--- config.mk ---
export PLATFORM = sky130hd
export DESIGN_NAME = i2c_unstick_seq
export DESIGN_NICKNAME = d
export VERILOG_FILES = /design/src/rtl/i2c_unstick_pkg.sv /design/src/rtl/i2c_unstick_sync.sv /design/src/rtl/i2c_unstick_halftimer.sv /design/src/rtl/i2c_unstick_ctrl.sv /design/src/rtl/i2c_unstick_seq.sv
export SDC_FILE = /design/constraint.sdc
export NUM_CORES = 1
export LEC_CHECK = 0
export BUFFER_PORTS_ARGS = -buffer_cell sky130_fd_sc_hd__buf_2
export CORE_MARGIN = 10
export CORE_UTILIZATION = 65
export DETAILED_ROUTE_END_ITERATION = 12
export PLACE_DENSITY = 0.85
export REMOVE_ABC_BUFFERS = 1
export SETUP_SLACK_MARGIN = 0.2
export SYNTH_ARGS = -nofsm -noshare
export SYNTH_HDL_FRONTEND = slang
export SYNTH_SLANG_ARGS = --single-unit
--- constraint.sdc ---
create_clock -name clk -period 5.6 [get_ports clk]
set_clock_uncertainty 0.1 [all_clocks]
set_input_delay 0.84 -clock clk [delete_from_list [all_inputs] [get_ports clk]]
set_output_delay 0.84 -clock clk [all_outputs]
set_load 0.05 [all_outputs]
--- src/rtl/i2c_unstick_pkg.sv ---
package i2c_unstick_pkg;

   typedef enum logic [2:0] {
      UST_IDLE,
      UST_POLL,
      UST_LOW,
      UST_HIGH,
      UST_LAST
   } ust_state_e;

   function automatic int unsigned cnt_width(input int unsigned n);
      return (n > 1) ? $clog2(n) : 1;
   endfunction

endpackage

--- src/rtl/i2c_unstick_sync.sv ---
module i2c_unstick_sync #(
   parameter int unsigned STAGES    = 2,
   parameter logic        RESET_VAL = 1'b1
) (
   input  logic clk,
   input  logic rst_n,
   input  logic d,
   output logic q
);

   generate
      if (STAGES < 2) begin : g_bad_stages
         $error("i2c_unstick_sync: STAGES must be at least 2");
      end
   endgenerate

   logic [STAGES-1:0] chain;

   generate
      for (genvar gi = 0; gi < STAGES; gi++) begin : g_stage
         if (gi == 0) begin : g_first
            always_ff @(posedge clk or negedge rst_n) begin
               if (!rst_n) chain[gi] <= RESET_VAL;
               else        chain[gi] <= d;
            end
         end else begin : g_next
            always_ff @(posedge clk or negedge rst_n) begin
               if (!rst_n) chain[gi] <= RESET_VAL;
               else        chain[gi] <= chain[gi-1];
            end
         end
      end
   endgenerate

   assign q = chain[STAGES-1];

endmodule

--- src/rtl/i2c_unstick_halftimer.sv ---
module i2c_unstick_halftimer #(
   parameter int unsigned HALF_TICKS = 1000
) (
   input  logic clk,
   input  logic rst_n,
   input  logic load,
   output logic expired
);

   localparam int unsigned    CW     = i2c_unstick_pkg::cnt_width(HALF_TICKS);
   localparam logic [CW-1:0]  RELOAD = CW'(HALF_TICKS - 1);

   generate
      if (HALF_TICKS < 1) begin : g_bad_half
         $error("i2c_unstick_halftimer: HALF_TICKS must be at least 1");
      end
   endgenerate

   logic [CW-1:0] cnt;

   always_ff @(posedge clk or negedge rst_n) begin
      if (!rst_n)            cnt <= '0;
      else if (load)         cnt <= RELOAD;
      else if (cnt != '0)    cnt <= cnt - 1'b1;
   end

   assign expired = (cnt == '0);

endmodule

--- src/rtl/i2c_unstick_ctrl.sv ---
module i2c_unstick_ctrl
   import i2c_unstick_pkg::*;
#(
   parameter int unsigned IDLE_LIMIT = 1000,
   parameter int unsigned MAX_PULSES = 10
) (
   input  logic clk,
   input  logic rst_n,
   input  logic start_req,
   input  logic bus_busy,
   input  logic sda_s,
   input  logic tmr_expired,
   output logic tmr_load,
   output logic scl_drive,
   output logic pin_override,
   output logic seq_done,
   output logic seq_fail
);

   localparam int unsigned   WW        = cnt_width(IDLE_LIMIT);
   localparam int unsigned   PW        = cnt_width(MAX_PULSES + 1);
   localparam logic [WW-1:0] WAIT_LAST = WW'(IDLE_LIMIT - 1);
   localparam logic [PW-1:0] PULSE_CAP = PW'(MAX_PULSES);

   generate
      if (IDLE_LIMIT < 1) begin : g_bad_idle
         $error("i2c_unstick_ctrl: IDLE_LIMIT must be at least 1");
      end
      if (MAX_PULSES < 1) begin : g_bad_pulses
         $error("i2c_unstick_ctrl: MAX_PULSES must be at least 1");
      end
   endgenerate

   ust_state_e    state, st_n;
   logic [WW-1:0] wait_cnt, wcnt_n;
   logic [PW-1:0] pulse_cnt, pcnt_n;
   logic          fail_pend, pend_n;
   logic          done_q, done_n;
   logic          fail_q, fail_n;

   always_comb begin
      st_n     = state;
      wcnt_n   = wait_cnt;
      pcnt_n   = pulse_cnt;
      pend_n   = fail_pend;
      done_n   = 1'b0;
      fail_n   = fail_q;
      tmr_load = 1'b0;
      unique case (state)
         UST_IDLE: begin
            if (start_req) begin
               st_n   = UST_POLL;
               wcnt_n = '0;
               pend_n = 1'b0;
               fail_n = 1'b0;
            end
         end
         UST_POLL: begin
            if (!bus_busy) begin
               if (sda_s) begin
                  st_n   = UST_IDLE;
                  done_n = 1'b1;
               end else begin
                  st_n     = UST_LOW;
                  pcnt_n   = '0;
                  tmr_load = 1'b1;
               end
            end else if (wait_cnt == WAIT_LAST) begin
               st_n     = UST_LOW;
               pcnt_n   = '0;
               tmr_load = 1'b1;
            end else begin
               wcnt_n = wait_cnt + 1'b1;
            end
         end
         UST_LOW: begin
            if (tmr_expired) begin
               tmr_load = 1'b1;
               if (sda_s) begin
                  st_n = UST_LAST;
               end else if (pulse_cnt == PULSE_CAP) begin
                  st_n   = UST_LAST;
                  pend_n = 1'b1;
               end else begin
                  st_n = UST_HIGH;
               end
            end
         end
         UST_HIGH: begin
            if (tmr_expired) begin
               tmr_load = 1'b1;
               st_n     = UST_LOW;
               pcnt_n   = pulse_cnt + 1'b1;
            end
         end
         UST_LAST: begin
            if (tmr_expired) begin
               st_n   = UST_IDLE;
               done_n = 1'b1;
               fail_n = fail_pend;
            end
         end
         default: st_n = UST_IDLE;
      endcase
   end

   always_ff @(posedge clk or negedge rst_n) begin
      if (!rst_n) begin
         state     <= UST_IDLE;
         wait_cnt  <= '0;
         pulse_cnt <= '0;
         fail_pend <= 1'b0;
         done_q    <= 1'b0;
         fail_q    <= 1'b0;
      end else begin
         state     <= st_n;
         wait_cnt  <= wcnt_n;
         pulse_cnt <= pcnt_n;
         fail_pend <= pend_n;
         done_q    <= done_n;
         fail_q    <= fail_n;
      end
   end

   assign pin_override = (state == UST_LOW) || (state == UST_HIGH) || (state == UST_LAST);
   assign scl_drive    = (state != UST_LOW);
   assign seq_done     = done_q;
   assign seq_fail     = fail_q;

endmodule

--- src/rtl/i2c_unstick_seq.sv ---
module i2c_unstick_seq #(
   parameter int unsigned HALF_TICKS  = 1000,
   parameter int unsigned IDLE_LIMIT  = 200000,
   parameter int unsigned MAX_PULSES  = 10,
   parameter int unsigned SYNC_STAGES = 2
) (
   input  logic clk,
   input  logic rst_n,
   input  logic start_req,
   input  logic bus_busy,
   input  logic sda_in,
   output logic scl_drive,
   output logic pin_override,
   output logic seq_done,
   output logic seq_fail
);

   logic sda_s;
   logic tmr_load;
   logic tmr_expired;

   i2c_unstick_sync #(
      .STAGES    (SYNC_STAGES),
      .RESET_VAL (1'b1)
   ) u_sync (
      .clk   (clk),
      .rst_n (rst_n),
      .d     (sda_in),
      .q     (sda_s)
   );

   i2c_unstick_halftimer #(
      .HALF_TICKS (HALF_TICKS)
   ) u_timer (
      .clk     (clk),
      .rst_n   (rst_n),
      .load    (tmr_load),
      .expired (tmr_expired)
   );

   i2c_unstick_ctrl #(
      .IDLE_LIMIT (IDLE_LIMIT),
      .MAX_PULSES (MAX_PULSES)
   ) u_ctrl (
      .clk          (clk),
      .rst_n        (rst_n),
      .start_req    (start_req),
      .bus_busy     (bus_busy),
      .sda_s        (sda_s),
      .tmr_expired  (tmr_expired),
      .tmr_load     (tmr_load),
      .scl_drive    (scl_drive),
      .pin_override (pin_override),
      .seq_done     (seq_done),
      .seq_fail     (seq_fail)
   );

endmodule

Yosys cells after proc, flatten, opt, wreduce, memory -nomap -nowiden
Cells that the tools add are included.

Flip-flop bits (word level): 40. Word-level logic and storage cells: 81. Output and inout bits: 4.

Reduce and logical (&&, ||, !) cells: 16. $add $sub $neg: 3. Muxes and demuxes: 36. Eq/ne operators: 17.

Operator list (number): two-way mux 18 bit (3); case mux 18 bit (2 select lines) (1); two-way mux 3 bit (8); two-way mux 10 bit (2); adder 18 x 1 -> 18 bit (second input constant) (1); == test 18 bit (second input constant) (1); two-way mux 4 bit (4); case mux 3 bit (5 select lines) (1); inequality test 2 bit (second input constant) (7); two-way mux 1 bit (11); zero test 10 bit (1); AND reduction 5 bit (2); nonzero test 10 bit (1); nonzero test 2 bit (5); subtractor 10 x 1 -> 10 bit (second input constant) (1); case mux 1 bit (2 select lines) (4); case mux 4 bit (2 select lines) (1); AND reduction 4 bit (2); == test 3 x 2 -> 1 bit (second input constant) (2); inequality test 3 x 2 -> 1 bit (second input constant) (2); adder 4 x 1 -> 4 bit (second input constant) (1); == test 4 bit (second input constant) (1); == test 3 x 1 -> 1 bit (second input constant) (1); == test 3 bit (second input constant) (1); 7 further kinds (8).

Logic depth before layout (Yosys ltp)
Word-level depth: 5. Gate-level depth with buffers: 8. Depth with buffers taken out: 7.

By module
Synthesis repeated with hierarchy kept, for this count alone.

Cell total of the unflattened synthesis: 240. Area, all modules: 2239.6 µm².

By module, submodules not included: i2c_unstick_ctrl (sequential area each 700.7 µm², cells each 187, times used 1, area an instance 1669.1 µm²); i2c_unstick_halftimer (sequential area each 250.2 µm², cells each 51, times used 1, area an instance 518.0 µm²); i2c_unstick_sync (sequential area each 52.6 µm², cells each 2, times used 1, area an instance 52.6 µm²).

Least setup slack after synthesis
OpenSTA, ideal clock, no wires.

Kind: register to output. Start: register u_ctrl.state[0]. End: output pin_override. Stages on the path, launching flop included: 4. Data arrival time: 1.811 ns. Required time: 4.660 ns. Path slack: 2.849 ns. Cell sequence: dfrtp_1 -> clkbuf_1 -> nand2b_1 -> o21ai_0.

Cells in the longest elaborated chain, start to end: 3. Elaborated cells between the ends (all ways): 5. Those cells by class: 3 x eq/ne; 2 x reduce/logical.

Ends and longest elaborated chain: start, declared (line i2c_unstick_ctrl.sv:34) `ust_state_e state, st_n;`; start signal, assigned (line i2c_unstick_ctrl.sv:116) `state <= st_n;`; == test 3 x 2 -> 1 bit (line i2c_unstick_ctrl.sv:125) `assign pin_override = (state == UST_LOW) || (state == UST_HIGH) || (state == UST_LAST);`; logical OR 1 bit (line i2c_unstick_ctrl.sv:125); logical OR 1 bit (*) (line i2c_unstick_ctrl.sv:125); end, declared (line i2c_unstick_seq.sv:13) `output logic pin_override,`.

Every way passes the cells marked *; elsewhere a longest branch is shown, timed or not.

Final worst setup path
Ends and elaborated chain as after synthesis.

==> impl_metrics.ini <==
[floorplan]
io-pin-count = 9
die_h_um = 78.1
die_area_sq_mm = 0.00610
initial_core_util = 0.663
fp.coreArea_sq_mm = 0.00331
die_w_um = 78.1
row_count = 21

[hold_path]
hp-start = u_sync.chain[0]
hp-class = reg2reg
min_path_cells = 0

[timing]
hold_viol_final = 0
setup_viol = 0
min_period_ns = 2.61
max_slew_margin = 0.414
slew_viol_final = 0
max_slew.worst_pin.slew_ns = 0.878
setup_tns_ns = 0
finalCritPeriodShare = 0.466
max_freq_mhz = 383
whs_ns = 0.265
rsz0062_at_grt = no

[setup_path]
reg2reg_from = u_timer.cnt[0]
critPathMaxFanout = 13
worstSetupStartpointType = flip-flop
required_ns = 4.66
crit_path_start = u_ctrl.state[0]
worstPathArrival_ns = 1.67
critPathKind = reg2out
ff2ff_path_depth = 7
critPathCaptureType = output pin

[logic_synthesis]
syn_avg_cell_area_sq_um = 9.03
synth_seq_area_share = 0.458
async_flop_share = 1.00
yosys_warnings = 0
synth_flop_cell = dfrtp_1
netlist_area_sq_mm = 0.00219
synth.largest_area_cell = dfrtp_1
yosysMostFrequentCell = dfrtp_1
synth_edf_count = 0
syn_inst = 243
ys_top_cells_by_count = dfrtp_1 (38), nand2_1 (31), o21ai_0 (23), a21oi_1 (15), nor2_1 (15)
synth_top_area_share = 0.434
synth_cell_type_count = 40
synthTopCellsByArea = dfrtp_1 (43%), nand2_1 (5.3%), o21ai_0 (5.2%), a21oi_1 (3.4%), nand3_1 (3.0%)
synth-seq-cells = 40

[global_routing]
antenna_found_initial = 0
grt_usage = 0.163
grt_first_pass_wirelength_mm = 8.27
grt_pass1_vias = 1784
grt_max_degree = 41
grt_remaining_overflow = 0

[place]
hpwl_mm = 3.22
place_area_sq_mm = 0.00225
gp_congestion = 0.838
io_buffers = 8

[detailed_routing]
first_iter_violations = 269
wire_per_inst_um = 15.9
vias = 1875
wirelength_mm = 4.73
via_per_inst = 6.31
drcViolationCount = 0
drtAntennaViolNets = 0
dr.pass1.iters = 5

[clock_tree]
root_buffer = clkbuf_4
clk_pin_slew_worst_paths_ns = 0.12
numCtsBuffers = 5
cts_sinks = 40
clk_latency_ns = 0.35
htreeDepth = 2
tritoncts = done
cts_hold_buf = 0
cts_setup_buffers = 0
clockBufferDepth = 2
cts-resized-gates = 0

[cells_and_area]
layout-drive-gt1-share = 0.0916
syn2layout_area_growth_pct = 6.10
stdcell_area_sq_mm = 0.00233
num_antenna_cells = 0
final_util = 0.703
nNetsFinal = 259

[run]
drv_cap = 0

[power_and_ir_drop]
power_density_mw_per_mm2 = 365
p_leak_nw = 1.01
worst_ir_drop_vdd_mv = 0.208

[run_status]
outcome = completed
-- area by class of cell --
class                   instances  area (sq um)
fillers                       272           983
flip-flops and latches         40          1000
clock buffers                   6          41.3
clock inverters                 2          35.0
inverters                      12          45.0
repair buffers                  8          40.0
multi-input cells             183          1100
well taps                      46          57.6
-- critical path, stage by stage, from the launching register on --
cell,delay (ns)
dfrtp_1,0.56
nand2b_1,0.23
o21ai_0,0.21
buf_2,0.31
-- state kept, by name, indices dropped and copies added (netlist names) --
name              cells
u_ctrl.fail_pend      1
u_ctrl.pulse_cnt      4
u_ctrl.seq_done       1
u_ctrl.seq_fail       1
u_ctrl.state          3
u_ctrl.wait_cnt      18
u_sync.chain          1
u_sync.q              1
u_timer.cnt          10
-- power breakdown --
part,total (mW),internal (mW),switching (mW)
registers,0.413,0.345,0.0675
clock network,0.190,0.0936,0.0961
logic,0.247,0.0873,0.160
-- placed cells by master, fill, tap and decap left out, types with 2 or more instances in the layout --
cell type	synthesis	layout
nand3_1	13	13
o311ai_0	3	3
nand2b_1	2	2
nand2_1	31	31
xnor2_1	2	2
o211ai_1	3	3
or4_1	5	5
and4b_1	2	2
dfstp_2	2	2
or3_1	9	9
ha_1	4	4
mux2i_1	5	5
buf_2	2	8
nor2b_1	4	4
and4bb_2	2	2
o21a_1	3	3
inv_1	12	12
and3_1	6	6
o31ai_1	6	6
o41ai_1	2	2
clkbuf_4	0	5
nor3_1	9	9
o21ai_0	23	22
nor2_1	15	15
and4_1	2	2
nand4_1	3	3
a21oi_1	15	15
dfrtp_1	38	38
a31oi_1	4	4
-- path summary, 6_finish.rpt --
kind                                        to  slack [ns]
setup reg to reg           u_ctrl.pulse_cnt[3]        3.05
max in group asynchronous       u_timer.cnt[8]        4.36
hold / removal                        u_sync.q        0.27
min in group asynchronous   u_ctrl.wait_cnt[7]        0.49
hold reg to reg                       u_sync.q        0.27
setup / recovery                  pin_override        2.99
-- logic make-up after synthesis --
| group | count (synthesis) | share of synthesized area |
|---|---|---|
| simple gates | 110 | 0.280 |
| compound gates | 62 | 0.171 |
| flops | 40 | 0.458 |
| buf+inv | 20 | 0.0388 |
| mux | 5 | 0.0228 |
| fa+ha+maj | 4 | 0.0228 |
| xor+xnor | 2 | 0.00799 |
-- layer usage --
metal,up-vias,track usage,routed length (um)
met1,908,0.228,2290
met4,0,0.0556,46
met3,6,0.0444,258
met5,-,0,0
li1,901,-,-
met2,60,0.238,2140
-- per-stage QoR --
step	instances	power (mW)	worst slack [ns]
after CTS	297	0.844	2.95
after floorplan	235	0.587	2.93
final	297	0.849	2.99
after global placement	289	0.644	3.05
after detailed placement	289	0.657	2.95
after global routing	297	0.910	2.85
(Power assumes the default switching activity.)
